$ cat src/rtl/dacu_pkg.sv
package dacu_pkg;
    localparam int BYTE_W    = 8;
    localparam int CODE_W    = 10;
    localparam int LSB_BITS  = CODE_W - BYTE_W;
    localparam int NUM_TMR   = 4;
    localparam int ADDR_W    = 2;
    localparam int MODE_W    = 3;
    localparam int RANGE_W   = 2;

    typedef enum logic [MODE_W-1:0] {
        UPD_TMR0  = 3'b000,
        UPD_TMR1  = 3'b001,
        UPD_TMR2  = 3'b010,
        UPD_TMR3  = 3'b011,
        UPD_RISE  = 3'b100,
        UPD_FALL  = 3'b101,
        UPD_BOTH  = 3'b110,
        UPD_WRITE = 3'b111
    } upd_mode_e;

    typedef enum logic [ADDR_W-1:0] {
        REG_CTRL = 2'd0,
        REG_HI   = 2'd1,
        REG_LO   = 2'd2,
        REG_NONE = 2'd3
    } reg_addr_e;

    typedef struct packed {
        upd_mode_e          mode;
        logic [RANGE_W-1:0] range;
    } ctrl_t;

    localparam logic [RANGE_W-1:0] RANGE_RST = 2'b10;
    localparam ctrl_t CTRL_RST = '{mode: UPD_TMR0, range: RANGE_RST};

    function automatic logic [BYTE_W-1:0] keep_lsbs(input logic [BYTE_W-1:0] b);
        logic [BYTE_W-1:0] r;
        r = '0;
        r[BYTE_W-1 -: LSB_BITS] = b[BYTE_W-1 -: LSB_BITS];
        return r;
    endfunction

    function automatic logic [CODE_W-1:0] join_word(input logic [BYTE_W-1:0] hi,
                                                    input logic [BYTE_W-1:0] lo);
        return {hi, lo[BYTE_W-1 -: LSB_BITS]};
    endfunction

    function automatic logic [BYTE_W-1:0] ctrl_to_byte(input ctrl_t c);
        logic [BYTE_W-1:0] r;
        r = '0;
        r[6:4] = c.mode;
        r[1:0] = c.range;
        return r;
    endfunction
endpackage

$ cat src/rtl/dacu_regs.sv
module dacu_regs
    import dacu_pkg::*;
(
    input  logic              clk,
    input  logic              rst,
    input  logic              wr_en,
    input  logic [ADDR_W-1:0] wr_addr,
    input  logic [BYTE_W-1:0] wr_data,
    input  logic [ADDR_W-1:0] rd_addr,
    output logic [BYTE_W-1:0] rd_data,
    output ctrl_t             ctrl_q,
    output logic [BYTE_W-1:0] hold_hi,
    output logic [BYTE_W-1:0] hold_lo,
    output logic              hi_wr
);
    logic ctrl_wr, lo_wr;

    always_comb begin
        ctrl_wr = wr_en && (wr_addr == REG_CTRL);
        hi_wr   = wr_en && (wr_addr == REG_HI);
        lo_wr   = wr_en && (wr_addr == REG_LO);
    end

    always_ff @(posedge clk) begin
        if (rst) begin
            ctrl_q  <= CTRL_RST;
            hold_hi <= '0;
            hold_lo <= '0;
        end else begin
            if (ctrl_wr) begin
                ctrl_q.mode  <= upd_mode_e'(wr_data[6:4]);
                ctrl_q.range <= wr_data[1:0];
            end
            if (hi_wr) hold_hi <= wr_data;
            if (lo_wr) hold_lo <= keep_lsbs(wr_data);
        end
    end

    always_comb begin
        unique case (reg_addr_e'(rd_addr))
            REG_CTRL: rd_data = ctrl_to_byte(ctrl_q);
            REG_HI:   rd_data = hold_hi;
            REG_LO:   rd_data = hold_lo;
            default:  rd_data = '0;
        endcase
    end
endmodule

$ cat src/rtl/dacu_trigger.sv
module dacu_trigger
    import dacu_pkg::*;
#(
    parameter int SYNC_STAGES = 2
) (
    input  logic               clk,
    input  logic               rst,
    input  upd_mode_e          mode,
    input  logic [NUM_TMR-1:0] tmr_ovf,
    input  logic               strobe_in,
    input  logic               hi_wr,
    output logic               commit
);
    logic [SYNC_STAGES-1:0] sync_q;
    logic                   strobe_prev;
    logic                   strobe_s;
    logic                   rise_ev, fall_ev;
    logic                   tmr_hit;

    generate
        if (SYNC_STAGES == 1) begin : g_one
            always_ff @(posedge clk) begin
                if (rst) sync_q <= '0;
                else     sync_q <= strobe_in;
            end
        end else begin : g_chain
            always_ff @(posedge clk) begin
                if (rst) sync_q <= '0;
                else     sync_q <= {sync_q[SYNC_STAGES-2:0], strobe_in};
            end
        end
    endgenerate

    assign strobe_s = sync_q[SYNC_STAGES-1];

    always_ff @(posedge clk) begin
        if (rst) strobe_prev <= 1'b0;
        else     strobe_prev <= strobe_s;
    end

    always_comb begin
        rise_ev = strobe_s && !strobe_prev;
        fall_ev = !strobe_s && strobe_prev;
        tmr_hit = tmr_ovf[mode[1:0]];
        unique case (mode)
            UPD_TMR0, UPD_TMR1, UPD_TMR2, UPD_TMR3: commit = tmr_hit;
            UPD_RISE:  commit = rise_ev;
            UPD_FALL:  commit = fall_ev;
            UPD_BOTH:  commit = rise_ev || fall_ev;
            default:   commit = hi_wr;
        endcase
    end
endmodule

$ cat src/rtl/dacu_latch.sv
module dacu_latch
    import dacu_pkg::*;
(
    input  logic              clk,
    input  logic              rst,
    input  logic              commit,
    input  logic [CODE_W-1:0] word_in,
    output logic [CODE_W-1:0] code_q
);
    always_ff @(posedge clk) begin
        if (rst)         code_q <= '0;
        else if (commit) code_q <= word_in;
    end
endmodule

$ cat src/rtl/dac_update_ctrl.sv
module dac_update_ctrl
    import dacu_pkg::*;
#(
    parameter int SYNC_STAGES = 2
) (
    input  logic               clk,
    input  logic               rst,
    input  logic               wr_en,
    input  logic [ADDR_W-1:0]  wr_addr,
    input  logic [BYTE_W-1:0]  wr_data,
    input  logic [ADDR_W-1:0]  rd_addr,
    output logic [BYTE_W-1:0]  rd_data,
    input  logic [NUM_TMR-1:0] tmr_ovf,
    input  logic               strobe_in,
    output logic [CODE_W-1:0]  dac_code,
    output logic [RANGE_W-1:0] fs_range
);
    ctrl_t             ctrl_q;
    logic [BYTE_W-1:0] hold_hi, hold_lo;
    logic              hi_wr, commit;
    logic [CODE_W-1:0] word_in;

    dacu_regs u_regs (
        .clk(clk), .rst(rst), .wr_en(wr_en), .wr_addr(wr_addr), .wr_data(wr_data),
        .rd_addr(rd_addr), .rd_data(rd_data), .ctrl_q(ctrl_q),
        .hold_hi(hold_hi), .hold_lo(hold_lo), .hi_wr(hi_wr)
    );

    dacu_trigger #(.SYNC_STAGES(SYNC_STAGES)) u_trig (
        .clk(clk), .rst(rst), .mode(ctrl_q.mode), .tmr_ovf(tmr_ovf),
        .strobe_in(strobe_in), .hi_wr(hi_wr), .commit(commit)
    );

    // In write-commit mode the new high byte is taken straight from the bus.
    always_comb begin
        if (ctrl_q.mode == UPD_WRITE) word_in = join_word(wr_data, hold_lo);
        else                          word_in = join_word(hold_hi, hold_lo);
    end

    dacu_latch u_latch (
        .clk(clk), .rst(rst), .commit(commit), .word_in(word_in), .code_q(dac_code)
    );

    assign fs_range = ctrl_q.range;
endmodule

$ cat config.mk
export PLATFORM = sky130hd
export DESIGN_NAME = dac_update_ctrl
export DESIGN_NICKNAME = d
export VERILOG_FILES = /design/src/rtl/dacu_pkg.sv /design/src/rtl/dacu_regs.sv /design/src/rtl/dacu_trigger.sv /design/src/rtl/dacu_latch.sv /design/src/rtl/dac_update_ctrl.sv
export SDC_FILE = /design/constraint.sdc
export NUM_CORES = 1
export LEC_CHECK = 0
export ABC_CLOCK_PERIOD_IN_PS = 2100
export CAP_MARGIN = 25
export CELL_PAD_IN_SITES_DETAIL_PLACEMENT = 0
export CELL_PAD_IN_SITES_GLOBAL_PLACEMENT = 1
export CORE_UTILIZATION = 36
export CTS_BUF_LIST = sky130_fd_sc_hd__clkbuf_4 sky130_fd_sc_hd__clkbuf_8
export DETAILED_ROUTE_END_ITERATION = 6
export PLACE_DENSITY_LB_ADDON = 0.1
export SYNTH_ARGS = -nofsm -noshare
export SYNTH_HDL_FRONTEND = slang
export SYNTH_HIERARCHICAL = 1
export SYNTH_SLANG_ARGS = --single-unit
$ cat constraint.sdc
create_clock -name clk -period 2.1 [get_ports clk]
set_input_delay 0.525 -clock clk [delete_from_list [all_inputs] [get_ports clk]]
set_output_delay 0.525 -clock clk [all_outputs]
set_load 0.05 [all_outputs]
* Word level (Yosys, flattened, before mapping)
Index checks and enable logic that the tools add are counted.
** Operators by class
- Order comparisons :: 1
- Equal/unequal tests :: 11
- Mux-type cells :: 5
- Reduce and logical (&&, ||, !) cells :: 12
** Operator list (number)
- $pmux 8 s3 :: 1
- $eq 3x3->1 const B :: 4
- $mux 10 :: 1
- $eq 3x2->1 const B :: 2
- $logic_and 1x1->1 :: 5
- $eq 2x1->1 const B :: 2
- $eq 2x2->1 const B :: 2
- $logic_not 2->1 :: 2
- $pmux 1 s4 :: 1
- $reduce_or 4->1 :: 1
- $eq 3x1->1 const B :: 1
- $logic_not 3->1 :: 1
- $lt 2x3->1 const B :: 1
- $bmux 1 s2 :: 1
- $logic_not 1->1 :: 2
- $logic_or 1x1->1 :: 1
- $mux 1 :: 1
** Word-level totals
- Register bits after elaboration :: 28
- Input bits :: 20
- Output and inout port bits :: 20

* Longest topological paths before layout
- Depth in word-level cells :: 4
- Gate-level depth with buffers :: 8

* Modules after synthesis
Netlist, hierarchy kept.
** Modules (own cells, without submodules)
- dacu_regs :: times used 1, cells an instance 83, area an instance 817.0 um^2, sequential area each 300.3 um^2
- dacu_latch :: times used 1, cells an instance 32, area an instance 352.8 um^2, sequential area each 200.2 um^2
- dacu_trigger :: times used 1, cells an instance 14, area an instance 176.4 um^2, sequential area each 60.1 um^2
- dac_update_ctrl :: times used 1, cells an instance 9, area an instance 107.6 um^2, sequential area each 0.0 um^2

* Worst setup path before layout
No wires, ideal clock.
- Path type :: input port to output port
- Start :: input rd_addr[0]
- End :: output rd_data[6]
- Data arrival time :: 1583 ps
- Data required time :: 1575 ps
- Path slack :: -8 ps
- Cell stages on the path :: 3
- Cells stage by stage :: buf_2 mux2i_1 o2bb2ai_1
** On the way
- Word-level cells in the longest chain between the ends :: 2
** Ends and longest elaborated chain
- start: declaration :: RTL line dac_update_ctrl.sv:11 : input logic [ADDR_W-1:0] rd_addr,
- $eq 2x2->1 (tied with other cells) :: RTL line dacu_regs.sv:40 : unique case (reg_addr_e'(rd_addr))
- $pmux 8 s3 * :: RTL line dacu_regs.sv:40
- end: declaration :: RTL line dac_update_ctrl.sv:12 : output logic [BYTE_W-1:0] rd_data,
Every way passes the cells marked *; elsewhere a longest branch is shown, timed or not.

* Worst setup path in the final report
Same ends and word-level chain as after synthesis.

==> flow_summary.toml <==
[route]
drc_errors = 0
ant_nets = 0
firstDrtPassIters = 4
routedWlPerCell_um = 13.96
first_iter_violations = 39
via_count = 1084
routed_wirelength_um = 3154
vias_per_cell = 4.796

[layout]
fillCellCount = 348
final_cell_mix = "mux2i_1, dfxtp_1, clkdlybuf4s50_1"
drive_above_1_share_pct = 20.79
nNetsFinal = 202
multiInputGateArea_um2 = 834.6
final_common_cell = "mux2i_1"
diodes = 0
finalNonFillerCells = 226
area_delta_synth_final_pct = 46.66
final-seq-area_um2 = 560.5

[clocking]
cts_setup_buffers = 0
htreeDepth = 1
cts_buffers = 3
clk_latency_ps = 270
cts_buffer_depth = 2
cts_hold_buf = 0
clk_pin_slew_worst_paths_ps = 90
cts_sinks = 28
cts-root-buf = "clkbuf_8"
cts_tree = "yes"

[floorplan]
initial_core_util_pct = 38.09
core_area_mm2 = 0.003689
die_h_um = 64.48
fp.dieW_um = 64.48
rows = 22
ioPinCount = 40
die_area_mm2 = 0.004157

[placed_design]
place.gp.congestion = 0.7459
dp.cells = 222
dpl.hpwl_um = 2363
port_buffers = 39

[timing]
tightest_slew_ps = 496.7
fin_skew_ps = 6.158
max_freq_mhz = 494.8
rsz0062_at_grt = "no"
relSlewSlack_pct = 66.78
finalHoldViolCount = 0
finalMaxSlewViolations = 0
finalCritPeriodShare_pct = 96.24
min_period_ps = 2021
fin_setup_tns_ps = 0
setup_violations = 0

[worst_setup_path]
r2r_start = "u_trig/sync_q[1]$_SDFF_PP0_"
crit_start = "rd_addr[0]"
critPathKind = "in -> out"
required_ps = 1570
cp.arrival_ps = 1500
critPathMaxFanout = 4
endpoint_kind = "primary output"
cp-start-kind = "input pin"

[min_path]
hold_start = "u_trig/sync_q[0]$_SDFF_PP0_"
hold_class = "reg -> reg"

[global_route]
grt_pass1_wl_um = 5133
grt.total_usage_pct = 16.34
antenna_found_initial = 0
first_global_vias = 1088
grt_max_degree = 38
overflow = 0

[synthesis]
avgSynthCellArea_um2 = 10.73
yosysWarnings = 6
syn_area_mm2 = 0.001405
synthCells = 131
syn_nets = 153

[job]
drv_cap = 0

[status]
status = "finished clean"

[power_and_ir_drop]
leakagePower_nw = 0.8746
vdd_drop_max_v = 0.0002896
p_per_area_mw_per_mm2 = 516.2
## worst max-delay path: stages
cell,delay [ps]
clkdlybuf4s15_1,270
buf_4,210
mux2i_1,120
o2bb2ai_2,210
buf_12,160
## cell type report
| cell class | instances | share of cell area, % |
|---|---|---|
| multi-input combinational | 95 | 40.50 |
| sequential | 28 | 27.20 |
| timing repair buffer | 48 | 26.65 |
| tap | 48 | 2.914 |
| clock buffer | 3 | 2.004 |
| inverter | 4 | 0.7286 |
## per-stage QoR
step	instance area (µm²)	power [mW]	setup slack (ps)	hold WS, ps	util, %
2_1_floorplan	1411	0.6850	103.8	413.8	-
3_3_place_gp	1994	0.7816	-318.5	419.4	54.07
3_5_place_dp	1994	0.7853	-366.9	432.6	54.07
4_1_cts	2042	1.073	42.80	454.4	55.36
5_1_grt	2061	1.117	7.242	478.8	55.87
6_report	2061	1.064	78.95	449.2	55.87
## metal layers
metal  track usage, %  part of all wire [%]
met1            22.25                    50
met2            26.84                    46
met4            4.167                  0.57
met5                0                     0
met3            2.641                   3.5
## final timing paths
| path | endpoint | slack (ps) | depth (start not counted) |
|---|---|---|---|
| worst max-delay path | rd_data[6] | 80 | 5 |
| worst min-delay path | u_trig/sync_q[1]$_SDFF_PP0_ | 450 | 1 |
| worst max register to register | u_latch/code_q[3]$_SDFFE_PP0P_ | 210 | 7 |
| worst min register to register | u_trig/sync_q[1]$_SDFF_PP0_ | 450 | 1 |
## sequential cells by signal (all words and copies together), names as in the netlist
signal / count
u_trig/strobe_prev: 1
u_regs/ctrl_q: 5
u_regs/hold_hi: 8
u_regs/hold_lo: 2
u_latch/code_q: 10
u_trig/sync_q: 2
## report_power, final
part | switching [mW] | internal, mW
Clock | 0.158 | 0.129
Sequential | 0.0121 | 0.547
Combinational | 0.102 | 0.116
## repair_timing
| action | 4_1_cts | 5_1_grt |
|---|---|---|
| gates resized for setup | 7 | 3 |
| endpoints found under the setup margin | 18 | 11 |
| pin swaps | 1 | 0 |
| gates cloned | 0 | 1 |
Power figures use the tool's default switching activity.
